===== src/rtl/srd_pkg.sv =====
// Shared types for the serial flash status reader.
// Assumes: nothing beyond the encodings defined here.
package srd_pkg;

    // Sequencer states: idle, shifting on the wire, deselect gap
    typedef enum logic [1:0] {
        SQ_IDLE = 2'd0,
        SQ_XFER = 2'd1,
        SQ_GAP  = 2'd2
    } seq_st_e;

endpackage


===== src/rtl/srd_seq.sv =====
// Transaction sequencer: accepts start, runs the SCK period/phase counter,
// drives SCK and chip select, holds the deselect gap, raises done.
// Assumes: SCK is half the system clock; each SCK period is one low cycle
// followed by one high cycle; the latency is latched at acceptance.
module srd_seq
    import srd_pkg::*;
#(
    parameter int CMD_BITS  = 8,
    parameter int DATA_BITS = 8,
    parameter int MAX_LAT   = 2,
    parameter int LAT_W     = 2,
    parameter int CS_GAP    = 2,
    parameter int PER_W     = 5,
    parameter int GAP_W     = 2
) (
    input  logic             clk,
    input  logic             rst_n,
    input  logic             start,
    input  logic [LAT_W-1:0] lat_sel,
    output logic             launch,
    output logic             adv,
    output logic             fin,
    output logic             xfer,
    output logic             phase_h,
    output logic [PER_W-1:0] period,
    output logic [LAT_W-1:0] lat_q,
    output logic             sck,
    output logic             cs_n,
    output logic             busy,
    output logic             done
);

    seq_st_e          st_q;
    logic             ph_q;
    logic [PER_W-1:0] per_q;
    logic [GAP_W-1:0] gap_q;
    logic [LAT_W-1:0] lat_clamp;
    logic [PER_W-1:0] last_per;
    logic             end_h;
    logic             sck_q;
    logic             cs_q;
    logic             done_q;

    // Clamp the requested latency to the supported maximum
    always_comb begin
        lat_clamp = (lat_sel > LAT_W'(MAX_LAT)) ? LAT_W'(MAX_LAT) : lat_sel;
    end

    // Event decode: acceptance, period advance and final period end
    always_comb begin
        last_per = PER_W'(CMD_BITS + DATA_BITS - 1) + PER_W'(lat_q);
        end_h    = (st_q == SQ_XFER) && ph_q;
        launch   = (st_q == SQ_IDLE) && start;
        fin      = end_h && (per_q == last_per);
        adv      = end_h && !fin;
    end

    // State, phase, period, gap counter and latched latency
    always_ff @(posedge clk) begin
        if (!rst_n) begin
            st_q  <= SQ_IDLE;
            ph_q  <= 1'b0;
            per_q <= '0;
            gap_q <= '0;
            lat_q <= '0;
        end else begin
            case (st_q)
                SQ_IDLE: begin
                    if (start) begin
                        st_q  <= SQ_XFER;
                        ph_q  <= 1'b0;
                        per_q <= '0;
                        lat_q <= lat_clamp;
                    end
                end
                SQ_XFER: begin
                    ph_q <= !ph_q;
                    if (adv) begin
                        per_q <= per_q + 1'b1;
                    end
                    if (fin) begin
                        st_q  <= SQ_GAP;
                        gap_q <= '0;
                    end
                end
                SQ_GAP: begin
                    gap_q <= gap_q + 1'b1;
                    if (gap_q == GAP_W'(CS_GAP - 1)) begin
                        st_q <= SQ_IDLE;
                    end
                end
                default: st_q <= SQ_IDLE;
            endcase
        end
    end

    // Registered pin drivers: SCK, chip select and the done pulse
    always_ff @(posedge clk) begin
        if (!rst_n) begin
            sck_q  <= 1'b0;
            cs_q   <= 1'b1;
            done_q <= 1'b0;
        end else begin
            sck_q  <= (st_q == SQ_XFER) && !ph_q;
            done_q <= fin;
            if (launch) begin
                cs_q <= 1'b0;
            end else if (fin) begin
                cs_q <= 1'b1;
            end
        end
    end

    assign xfer    = (st_q == SQ_XFER);
    assign phase_h = ph_q;
    assign period  = per_q;
    assign sck     = sck_q;
    assign cs_n    = cs_q;
    assign done    = done_q;
    assign busy    = (st_q != SQ_IDLE);

    // Checker state: consecutive cycles with chip select high (saturating)
    logic [GAP_W-1:0] hi_cnt;
    always_ff @(posedge clk) begin
        if (!rst_n) begin
            hi_cnt <= GAP_W'(CS_GAP);
        end else if (cs_q) begin
            if (hi_cnt != GAP_W'(CS_GAP)) hi_cnt <= hi_cnt + 1'b1;
        end else begin
            hi_cnt <= '0;
        end
    end

    // chip select is reasserted only after the minimum deselect time
    p_cs_gap_r9: assert property (@(posedge clk) disable iff (!rst_n)
        $fell(cs_n) |-> (hi_cnt >= GAP_W'(CS_GAP)));

    // SCK rests low while the flash is deselected
    p_sck_idle_r6: assert property (@(posedge clk) disable iff (!rst_n)
        cs_n |-> !sck);

    // every SCK high phase lasts exactly one system cycle
    p_sck_pulse_r2: assert property (@(posedge clk) disable iff (!rst_n)
        sck |=> !sck);

    // done is a single-cycle pulse
    p_done_pulse_r8: assert property (@(posedge clk) disable iff (!rst_n)
        done |=> !done);

    // busy covers the done cycle
    p_busy_done_r8: assert property (@(posedge clk) disable iff (!rst_n)
        done |-> busy);

    // latched latency never moves while a transaction is running
    p_lat_hold_r10: assert property (@(posedge clk) disable iff (!rst_n)
        (st_q != SQ_IDLE) |=> ((st_q == SQ_IDLE) || $stable(lat_q)));

endmodule


===== src/rtl/srd_tx.sv =====
// Command transmitter: shifts the read-status opcode out on SI, MSB first.
// Assumes: launch loads the first bit with SCK low; adv marks the edge ending
// an SCK-high cycle, so SI moves only with the falling SCK edge (mode 0).
module srd_tx #(
    parameter int               CMD_BITS = 8,
    parameter logic [CMD_BITS-1:0] OPCODE = 8'h05
) (
    input  logic clk,
    input  logic rst_n,
    input  logic launch,
    input  logic adv,
    input  logic fin,
    input  logic xfer,
    input  logic phase_h,
    output logic si
);

    logic [CMD_BITS-1:0] sh_q;

    // Opcode shift register; zeros follow the last command bit
    always_ff @(posedge clk) begin
        if (!rst_n) begin
            sh_q <= '0;
        end else if (launch) begin
            sh_q <= OPCODE;
        end else if (fin) begin
            sh_q <= '0;
        end else if (adv) begin
            sh_q <= {sh_q[CMD_BITS-2:0], 1'b0};
        end
    end

    assign si = sh_q[CMD_BITS-1];

    // SI holds across the rising SCK edge that ends each low cycle
    p_si_stable_r3: assert property (@(posedge clk) disable iff (!rst_n)
        (xfer && !phase_h) |=> $stable(si));

endmodule


===== src/rtl/srd_rx.sv =====
// Response receiver: registers SO, opens the capture window after the command
// plus the latched latency, assembles the byte MSB first and publishes it.
// Assumes: sample marks the edge ending each SCK-high cycle; the SO register
// then holds the pin value seen at the rising SCK edge of that period.
module srd_rx #(
    parameter int CMD_BITS  = 8,
    parameter int DATA_BITS = 8,
    parameter int LAT_W     = 2,
    parameter int PER_W     = 5
) (
    input  logic                 clk,
    input  logic                 rst_n,
    input  logic                 so,
    input  logic                 sample,
    input  logic                 fin,
    input  logic [PER_W-1:0]     period,
    input  logic [LAT_W-1:0]     lat_q,
    output logic [DATA_BITS-1:0] status_byte
);

    localparam int CW = $clog2(DATA_BITS + 1);

    logic                 so_q;
    logic [DATA_BITS-1:0] sh_q;
    logic [DATA_BITS-1:0] out_q;
    logic [PER_W-1:0]     first_cap;
    logic                 cap;

    // Capture window opens at the command length plus the latency
    always_comb begin
        first_cap = PER_W'(CMD_BITS) + PER_W'(lat_q);
        cap       = sample && (period >= first_cap);
    end

    // Input register on the SO pin
    always_ff @(posedge clk) begin
        if (!rst_n) so_q <= 1'b0;
        else        so_q <= so;
    end

    // Assembly shift register and the published status byte
    always_ff @(posedge clk) begin
        if (!rst_n) begin
            sh_q  <= '0;
            out_q <= '0;
        end else begin
            if (cap) sh_q  <= {sh_q[DATA_BITS-2:0], so_q};
            if (fin) out_q <= {sh_q[DATA_BITS-2:0], so_q};
        end
    end

    assign status_byte = out_q;

    // Checker state: captures taken in the current transaction
    logic [CW-1:0] cap_cnt;
    always_ff @(posedge clk) begin
        if (!rst_n || fin) cap_cnt <= '0;
        else if (cap)      cap_cnt <= cap_cnt + 1'b1;
    end

    // the final period carries the last of exactly DATA_BITS captures
    p_capture_count_r4: assert property (@(posedge clk) disable iff (!rst_n)
        fin |-> (cap && (cap_cnt == CW'(DATA_BITS - 1))));

endmodule


===== src/rtl/spi_status_reader.sv =====
// Serial flash status reader, top level. Reads the first status register
// with opcode 0x05 and postpones data capture by a selectable number of SCK
// periods to absorb flash output-valid time plus the input path delay.
// Assumes: SCK at half the system clock, mode 0, a single flash device.
module spi_status_reader #(
    parameter int               CMD_BITS  = 8,
    parameter int               DATA_BITS = 8,
    parameter int               MAX_LAT   = 2,
    parameter int               LAT_W     = 2,
    parameter int               CS_GAP    = 2,
    parameter logic [CMD_BITS-1:0] OPCODE = 8'h05
) (
    input  logic                 clk,
    input  logic                 rst_n,
    input  logic                 start,
    input  logic [LAT_W-1:0]     lat_sel,
    output logic                 busy,
    output logic                 done,
    output logic [DATA_BITS-1:0] status_byte,
    output logic                 cs_n,
    output logic                 sck,
    output logic                 si,
    input  logic                 so
);

    localparam int PER_W = $clog2(CMD_BITS + DATA_BITS + MAX_LAT);
    localparam int GAP_W = $clog2(CS_GAP + 1);

    logic             launch;
    logic             adv;
    logic             fin;
    logic             xfer;
    logic             phase_h;
    logic [PER_W-1:0] period;
    logic [LAT_W-1:0] lat_q;

    srd_seq #(
        .CMD_BITS (CMD_BITS),
        .DATA_BITS(DATA_BITS),
        .MAX_LAT  (MAX_LAT),
        .LAT_W    (LAT_W),
        .CS_GAP   (CS_GAP),
        .PER_W    (PER_W),
        .GAP_W    (GAP_W)
    ) u_seq (
        .clk    (clk),
        .rst_n  (rst_n),
        .start  (start),
        .lat_sel(lat_sel),
        .launch (launch),
        .adv    (adv),
        .fin    (fin),
        .xfer   (xfer),
        .phase_h(phase_h),
        .period (period),
        .lat_q  (lat_q),
        .sck    (sck),
        .cs_n   (cs_n),
        .busy   (busy),
        .done   (done)
    );

    srd_tx #(
        .CMD_BITS(CMD_BITS),
        .OPCODE  (OPCODE)
    ) u_tx (
        .clk    (clk),
        .rst_n  (rst_n),
        .launch (launch),
        .adv    (adv),
        .fin    (fin),
        .xfer   (xfer),
        .phase_h(phase_h),
        .si     (si)
    );

    srd_rx #(
        .CMD_BITS (CMD_BITS),
        .DATA_BITS(DATA_BITS),
        .LAT_W    (LAT_W),
        .PER_W    (PER_W)
    ) u_rx (
        .clk        (clk),
        .rst_n      (rst_n),
        .so         (so),
        .sample     (adv || fin),
        .fin        (fin),
        .period     (period),
        .lat_q      (lat_q),
        .status_byte(status_byte)
    );

endmodule


===== config.mk =====
export PLATFORM = sky130hd
export DESIGN_NAME = spi_status_reader
export DESIGN_NICKNAME = d
export VERILOG_FILES = /design/src/rtl/srd_pkg.sv /design/src/rtl/srd_seq.sv /design/src/rtl/srd_tx.sv /design/src/rtl/srd_rx.sv /design/src/rtl/spi_status_reader.sv
export SDC_FILE = /design/constraint.sdc
export NUM_CORES = 1
export LEC_CHECK = 0
export BUFFER_PORTS_ARGS = -buffer_cell sky130_fd_sc_hd__buf_2
export CORE_MARGIN = 5
export CORE_UTILIZATION = 55
export CTS_CLUSTER_SIZE = 25
export DETAILED_ROUTE_END_ITERATION = 6
export GPL_ROUTABILITY_DRIVEN = 0
export PLACE_DENSITY = 0.75
export REMOVE_ABC_BUFFERS = 1
export SLEW_MARGIN = 20
export SYNTH_ARGS = -nofsm -noshare
export SYNTH_HDL_FRONTEND = slang
export SYNTH_HIERARCHICAL = 1
export SYNTH_SLANG_ARGS = --single-unit

===== constraint.sdc =====
create_clock -name clk -period 5.3 [get_ports clk]
set_input_delay 0.795 -clock clk [delete_from_list [all_inputs] [get_ports clk]]
set_output_delay 0.795 -clock clk [all_outputs]
set_load 0.05 [all_outputs]

* Yosys cells after proc, flatten, opt, wreduce, memory -nomap -nowiden
Cells that the tools add are included.
** Cells by class
- Add/subtract/negate cells :: 4
- $mul :: 0
- Divide/modulo/power cells :: 0
- Magnitude comparators :: 2
- Eq/ne operators :: 8
- Shift operators :: 0
- Muxes and demuxes :: 17
- Bitwise logic cells :: 1
- Reductions and logical operators :: 21
** Operator list (count)
- 4-bit by 2-bit adder with 5-bit output (first input constant) :: 2
- 2-bit two-way mux :: 5
- 5-bit two-way mux :: 2
- 5-bit one-hot mux with 2 select lines :: 1
- 3-bit two-way mux :: 3
- 2-bit nonzero test :: 4
- 1-bit logical AND :: 6
- 2-bit inequality test (second input constant) :: 3
- 2-bit one-hot mux with 3 select lines :: 1
- 2-bit AND reduction :: 3
- 3-bit AND reduction :: 2
- 5-bit by 1-bit adder with 5-bit output (second input constant) :: 1
- 5-bit equality test :: 1
- 5-bit greater-or-equal comparator :: 1
- 2-bit by 1-bit equality test with 1-bit output (second input constant) :: 2
- 2-bit one-hot mux with 2 select lines :: 1
- 1-bit two-way mux :: 3
- 3-bit nonzero test :: 1
- 3-bit OR reduction :: 1
- 2-bit by 1-bit adder with 2-bit output (second input constant) :: 1
- 2-bit equality test (second input constant) :: 1
- 2-bit greater-than comparator (second input constant) :: 1
- 1-bit zero test :: 2
- 2-bit zero test :: 1
- 4 further kinds :: 4
** Storage, ports and cells
- Flip-flop bits (word level) :: 39
- Bits in latches :: 0
- Bits in writable memories :: 0
- Memory bits (read-only) :: 0
- Output and inout bits :: 13
- Memories :: 0

* Logic depth before layout (Yosys ltp)
Gate-level depths: netlist (run 1).
- Depth in word-level cells :: 8
- Gate-level depth with buffers :: 9
- Mapped depth without buffers :: 9

* Modules after synthesis
The synthesis (run 1) kept the hierarchy.
** Modules (own cells, without submodules)
- srd_seq :: instances 1, cells an instance 86, area an instance 770.7 um^2, sequential area each 300.3 um^2
- srd_rx :: instances 1, cells an instance 61, area an instance 661.9 um^2, sequential area each 320.3 um^2
- srd_tx :: instances 1, cells an instance 29, area an instance 302.8 um^2, sequential area each 160.2 um^2
- spi_status_reader :: instances 1, cells an instance 1, area an instance 6.3 um^2, sequential area each 0.0 um^2

* Worst setup path before layout (run 1)
No wires, ideal clock.
- Path kind :: reg2reg
- From :: reg u_seq.lat_q[0]
- To :: reg u_rx.sh_q[0]
- Arrival time :: 2359 ps
- Required time :: 5228 ps
- Setup slack :: 2869 ps
- Cell stages (with the launch flop) :: 9
- Buffers on the path :: 0
- Period minus slack after synthesis :: 2431 ps
- Cells stage by stage :: dfxtp_1 inv_1 ha_1 or4b_4 a2111oi_4 or2_1 o2111ai_2 nand2_4 mux2i_1
** Between the ends
- Word-level cells in the longest chain between the ends :: 7
- Elaborated cells between the ends (all ways) :: 9
- Those cells by class :: 2 x add/sub; 1 x order compare; 1 x eq/ne; 5 x reduce/logical
** RTL lines
- start: declaration :: RTL line srd_seq.sv:26 : output logic [LAT_W-1:0] lat_q,
- start signal: assignment :: RTL line srd_seq.sv:73 : lat_q <= lat_clamp;
- 4-bit by 2-bit adder with 5-bit output (*) :: RTL line srd_seq.sv:51 : last_per = PER_W'(CMD_BITS + DATA_BITS - 1) + PER_W'(lat_q);
- 5-bit equality test (*) :: RTL line srd_seq.sv:54 : fin = end_h && (per_q == last_per);
- 1-bit logical AND (*) :: RTL line srd_seq.sv:54
- via fin :: RTL line spi_status_reader.sv:31 : logic fin;
- 1-bit zero test :: RTL line srd_seq.sv:55 : adv = end_h && !fin;
- 1-bit logical AND :: RTL line srd_seq.sv:55
- 1-bit logical OR (*) :: RTL line spi_status_reader.sv:86 : .sample (adv || fin),
- 1-bit logical AND (*) :: RTL line srd_rx.sv:32 : cap = sample && (period >= first_cap);
- end signal: assignment :: RTL line srd_rx.sv:47 : if (cap) sh_q <= {sh_q[DATA_BITS-2:0], so_q};
- end: declaration :: RTL line srd_rx.sv:24 : logic [DATA_BITS-1:0] sh_q;
The timed path passes the listed nets; every way through them passes the cells marked *.
A chain may end at the register's enable or synchronous reset.

* Final worst setup path (run 1)
- From :: reg u_seq.lat_q[0]
- To :: reg u_rx.sh_q[2]
** Between the ends
- Word-level cells in the longest chain between the ends :: 7
- Elaborated cells between the ends (all ways) :: 9
- Those cells by class :: 2 x add/sub; 1 x order compare; 1 x eq/ne; 5 x reduce/logical
** RTL lines
- 4-bit by 2-bit adder with 5-bit output :: RTL line srd_seq.sv:51
- 5-bit equality test :: RTL line srd_seq.sv:54
- 1-bit logical AND :: RTL line srd_seq.sv:54
- 1-bit zero test :: RTL line srd_seq.sv:55
- 1-bit logical AND :: RTL line srd_seq.sv:55
- via adv :: RTL line spi_status_reader.sv:30 : logic adv;
- 1-bit logical OR :: RTL line spi_status_reader.sv:86
- 1-bit logical AND :: RTL line srd_rx.sv:32
The timed path passes the listed nets, and every way through them passes these cells.

==> results of run 1 <==
-- sequential cells by signal, indices dropped and copies added (netlist names) --
register	flops
u_seq/st_q	2
u_seq/phase_h	1
u_tx/sh_q	8
u_seq/period	5
u_seq/cs_n	1
u_seq/done	1
u_seq/gap_q	2
u_seq/lat_q	2
u_rx/sh_q	7
u_seq/sck	1
u_rx/status_byte	8
u_rx/so_q	1
-- report_power, final --
group          leakage [nW]  total, mW  internal (mW)  switching (mW)
clock                0.0373      0.190         0.0967          0.0932
sequential            0.316      0.303          0.298         0.00490
combinational         0.348     0.0382         0.0131          0.0251
total                 0.701      0.531          0.408           0.123
-- per-layer routing --
metal | share of wire | track usage | vias to the layer above
met5 | 0 | 0 | -
met4 | 0.0039 | 0.0457 | 0
met3 | 0.053 | 0.0544 | 2
met2 | 0.47 | 0.244 | 30
met1 | 0.47 | 0.187 | 618
li1 | - | - | 650
-- metrics by stage --
step / hold slack [ps] / worst slack [ps] / cell area (um2) / instances / utilization
6_report: 470 / 2440 / 1940 / 240 / 0.636
2_1_floorplan: 434 / 2500 / 1710 / 170 / -
5_1_grt: 495 / 2200 / 1940 / 240 / 0.636
3_3_place_gp: 444 / 2280 / 1860 / 232 / 0.608
4_1_cts: 471 / 2120 / 1930 / 239 / 0.632
3_5_place_dp: 454 / 2180 / 1860 / 232 / 0.608
-- path summary, 6_finish.rpt --
kind         slack, ps           start  depth (start not counted)            to
max               2440  u_seq/lat_q[0]                          9  u_rx/sh_q[2]
min                470    u_rx/sh_q[6]                          2  u_rx/sh_q[6]
max reg2reg       2440  u_seq/lat_q[0]                          9  u_rx/sh_q[2]
min reg2reg        470    u_rx/sh_q[6]                          2  u_rx/sh_q[6]
-- cell families (layout without fill, tap and decap cells) --
logic type / after synthesis / after routing / synth area share
xor gates and xnor gates: 2 / 2 / 0.0101
AOI/OAI and AO/OA: 24 / 24 / 0.119
adders and majority gates: 5 / 5 / 0.0359
buffers and inverters: 17 / 36 / 0.0395
muxes: 23 / 23 / 0.133
DFF: 39 / 39 / 0.448
and+or+nand+nor: 67 / 67 / 0.215
-- tightest hold or removal path: cells and delay by family, from the launching register on --
family | cells | cell delay, ps
mux | 1 | 50
simple gates | 1 | 50
flops | 1 | 330
-- cells in the final DEF (no fill, tap or decap), types with 2 or more instances in the layout --
cell type  count
a21oi_1        5
and2_1         2
buf_2         18
clkbuf_4       5
dfxtp_1       39
ha_1           5
inv_1         10
mux2i_1       22
nand2_1       16
nand2b_1       2
nand3_1        5
nand3b_1       2
nand4b_1       2
nor2_1        14
nor2b_1        8
nor3_1         2
o211ai_1       2
o21a_1         4
o21ai_0        3
xnor2_1        2
-- layout make-up --
cell class	count	area, um2
clock inverter	2	37.5
fill	266	1110
inverter	10	37.5
clock buffer	5	37.5
multi-input combinational	121	892
sequential	39	781
tap	44	55.1
timing repair buffer	19	101
==> flow_metrics.tcl, run 1 <==
set metrics [dict create \
    critPathLaunchType "flip-flop" \
    cts_buffer_depth 2 \
    min_path_type "flip-flop to flip-flop" \
    syn_avg_cell_area_um2 9.84 \
    grt_pass1_vias 1194 \
    crit_chain "inv_1 > ha_1 > xnor2_1 > a211oi_4 > nor2_1 > or2_1 > o2111ai_2 > nand2_4 > mux2i_1" \
    cts_buffers 5 \
    path_clk_slew_ps 120 \
    drv_slew 0 \
    fp.dieH_um 66.3 \
    yosysMostFrequentCell "dfxtp_1" \
    numClockSinks 39 \
    htree_levels 2 \
    rsz0062_at_grt "false" \
    critPathSlowestCell "nor2_1" \
    cp-end-kind "flip-flop" \
    ys.flop_type "dfxtp_1" \
    p_per_area_nw_per_um2 274 \
    core_um2 3050 \
    status "complete, no violations" \
    wl_um 3080 \
    yosys.area.top_type "dfxtp_1" \
    leakagePower_nw 0.701 \
    ios 19 \
    root_buffer "clkbuf_4" \
    syn-instance-count 177 \
    drive_above_1_share 0.204 \
    post_cts_resized 0 \
    finalSetupViolCount 0 \
    syn_area_um2 1740 \
    dp_hpwl_um 2150 \
    arrival_ps 3120 \
    worst_slew_pin_slew_ps 895 \
    fin_crit_sh 0.540 \
    worst-setup-path-type "flip-flop to flip-flop" \
    start_util 0.570 \
    area_delta_synth_final_pct 11.5 \
    p_total_mw 0.531 \
    grt_max_degree 28 \
    dr.pass1.iters 4 \
    synth-edff-count 0 \
    cp.required_ps 5560 \
    synth.area.top_cells "dfxtp_1, mux2i_1, ha_1, nand2_1, nor2_1" \
    ir_worst_vdd_uv 179 \
    yosys_register_bits 39 \
    antenna_found_initial 0 \
    path_delay_family "simple AND/OR/NAND/NOR gates" \
    async_reset_ff_frac 0 \
    synth_cell_types 45 \
    nets 207 \
    fin_crit_ps 2860 \
    critPathBufInv 1 \
    cts_tree "built" \
    synth_top_area_share 0.448 \
    vias 1300 \
    antenna_left 0 \
    die_area_um2 4390 \
    drv_cap 0 \
    max_stage_delay_ps 710 \
    track_usage 0.151 \
    grt_pass1_wl_um 5200 \
    ys_seq_area_frac 0.448 \
    grt_overflow 0 \
    fmax_ghz 0.350 \
    ys_warn_count 6 \
    worstSkewPairLatency_ps 340 \
    finalHoldViolCount 0 \
    wl_per_cell_um 12.8 \
    vias_per_cell 5.42 \
    post_cts.repair.setup_buffers 0 \
    die_w_um 66.3 \
    fin_skew_ps 13.0 \
    holdBufCountCts 0 \
    max_slew_margin 0.401 \
    tns_ps 0 \
    drc 0 \
    io_buffers 18 \
    worst-path-max-fanout 10 \
    yosys-top-cells-count "dfxtp_1, mux2i_1, nand2_1" \
    diodes 0 \
    drt_iter0_drc 170 \
    row_count 20 \
]
No activity file was read; power rests on OpenSTA's default activity.
==> inputs of run 2 (changes only) <==
--- a/config.mk
+++ b/config.mk
@@ -7,11 +7,11 @@
 export LEC_CHECK = 0
 export BUFFER_PORTS_ARGS = -buffer_cell sky130_fd_sc_hd__buf_2
 export CORE_MARGIN = 5
-export CORE_UTILIZATION = 55
+export CORE_UTILIZATION = 51
 export CTS_CLUSTER_SIZE = 25
 export DETAILED_ROUTE_END_ITERATION = 6
 export GPL_ROUTABILITY_DRIVEN = 0
-export PLACE_DENSITY = 0.75
+export PLACE_DENSITY = 0.74
 export REMOVE_ABC_BUFFERS = 1
 export SLEW_MARGIN = 20
 export SYNTH_ARGS = -nofsm -noshare
==> constraint.sdc (replaced) <==
create_clock -name clk -period 2.29 [get_ports clk]
set_input_delay 0.3435 -clock clk [delete_from_list [all_inputs] [get_ports clk]]
set_output_delay 0.3435 -clock clk [all_outputs]
set_load 0.05 [all_outputs]
==> flow_metrics.tcl, run 2 (synthesis results as in run 1) <==
set metrics [dict create \
    status "complete, no violations" \
    min_path_type "input pin to flip-flop" \
    critPathLaunchType "flip-flop" \
    grt_overflow 0 \
    post-route-util 0.598 \
    path_clk_slew_ps 110 \
    fp.dieH_um 68.4 \
    path_delay_family "simple AND/OR/NAND/NOR gates" \
    cp-end-kind "flip-flop" \
    p_per_area_nw_per_um2 575 \
    ir_worst_vdd_uv 347 \
    fmax_ghz 0.458 \
    drt_iter0_drc 61 \
    worst-setup-path-type "flip-flop to flip-flop" \
    critPathSlowestCell "or4b_4" \
    cts_buffer_depth 2 \
    die_area_um2 4680 \
    finalSetupViolCount 0 \
    worst-path-max-fanout 7 \
    finalHoldViolCount 0 \
    wl_per_cell_um 13.3 \
    nets 215 \
    final_cell_mix "dfxtp_1, mux2i_1, buf_2, nand2_1, nor2_1" \
    worst_slack_ps 109 \
    worst_slew_pin_slew_ps 512 \
    diodes 0 \
    r2r_slack_ps 110 \
    fin_crit_ps 2180 \
    antenna_found_initial 0 \
    die_w_um 68.4 \
    wl_um 3340 \
    vias_per_cell 5.36 \
    r2r-start "u_seq/lat_q[1]" \
    cp.required_ps 2570 \
    cts_buffers 5 \
    ios 19 \
    area_delta_synth_final_pct 13.7 \
    rsz0062_at_grt "false" \
    max_stage_delay_ps 550 \
    min_to "u_rx/so_q" \
    worstRegToRegCells 8 \
    antenna_left 0 \
    leakagePower_nw 0.734 \
    crit_chain "inv_1 > ha_2 > or4b_4 > a2111oi_4 > or2_1 > o2111ai_2 > nand2_4 > mux2i_1" \
    track_usage 0.158 \
    path_depth 8 \
    max_slew_margin 0.656 \
    grt_pass1_wl_um 5440 \
    worstSkewPairLatency_ps 350 \
    dp_hpwl_um 2390 \
    io_buffers 18 \
    grt_pass1_vias 1264 \
    critPathBufInv 1 \
    start_util 0.526 \
    fin_skew_ps 7.72 \
    grt_max_degree 20 \
    root_buffer "clkbuf_4" \
    htree_levels 2 \
    drc 0 \
    arrival_ps 2460 \
    numClockSinks 39 \
    hold_depth 2 \
    drive_above_1_share 0.244 \
    min-delay-start "so" \
    hold_ws_ps 201 \
    p_total_mw 1.14 \
    row_count 21 \
    cts_tree "built" \
    n_fill_cell 299 \
    drv_slew 0 \
    place_inst 243 \
    fin_crit_sh 0.953 \
    layout_commonest_cell "dfxtp_1" \
    preCtsSetupSlack_ps 12.6 \
    vias 1346 \
    dr.pass1.iters 4 \
    drv_cap 0 \
    stdcell_count 251 \
    reg2reg_to "u_rx/sh_q[3]" \
    core_um2 3310 \
]
## run 2: cell count changes in the layout (fill, tap and decap cells not counted), sizes merged
cell and change:
clkinv +1, clkinvlp -1, bufinv -1, clkbuf +2, buf +8
## run 2: power by group
group	total, mW	leakage, nW	switching [mW]	internal, mW
Clock	0.339	0.0293	0.219	0.120
Combinational	0.0970	0.388	0.0615	0.0355
Sequential	0.702	0.317	0.0111	0.691
Total	1.14	0.734	0.292	0.846
## run 2: worst max path at each step
stage,startpoint,endpoint,slack (ps)
2_1_floorplan,u_seq/lat_q[0],u_rx/sh_q[0],-510
3_3_place_gp,u_seq/lat_q[1],u_rx/sh_q[0],110
3_5_place_dp,u_seq/lat_q[1],u_rx/sh_q[3],10
4_1_cts,u_seq/lat_q[1],u_rx/sh_q[5],8
5_1_grt,u_seq/lat_q[1],u_rx/sh_q[0],1
6_report,u_seq/lat_q[1],u_rx/sh_q[3],110
## run 2: timing repair
item	CTS	global route
hold buffers	0	0
endpoints found under the setup margin	3	14
buffers inserted	0	0
resized for setup	0	3
pin swaps	2	6
## run 2: stage by stage
stage | setup TNS (ps) | cell area [um2]
floorplan | -6370 | 1710
global placement | 0 | 1930
detailed placement | 0 | 1930
CTS | 0 | 1980
global route | 0 | 1980
finish | 0 | 1980
## run 2: cell type report
class / instances / area [um2] / share of cell area
well taps: 46 / 57.6 / 0.0291
inverters: 10 / 37.5 / 0.0190
clock inverters: 1 / 5.00 / 0.00253
clock buffers: 7 / 45.0 / 0.0227
flip-flops and latches: 39 / 783 / 0.395
repair buffers: 27 / 158 / 0.0796
multi-input cells: 121 / 895 / 0.452
## run 2: worst reg2reg max path, stage by stage, from the launching register on
cell and delay (ps):
dfxtp_2 350, inv_1 50, ha_2 170, or4b_4 550, a2111oi_4 310, or2_1 200
o2111ai_2 130, nand2_4 160, mux2i_1 200
## run 2: per-layer routing
| metal | vias to the layer above | global-route usage | routed length, um |
|---|---|---|---|
| met5 | - | 0 | 0 |
| met4 | 0 | 0.0844 | 67 |
| met3 | 9 | 0.0476 | 134 |
| met2 | 28 | 0.267 | 1620 |
| met1 | 643 | 0.175 | 1520 |
| li1 | 666 | - | - |
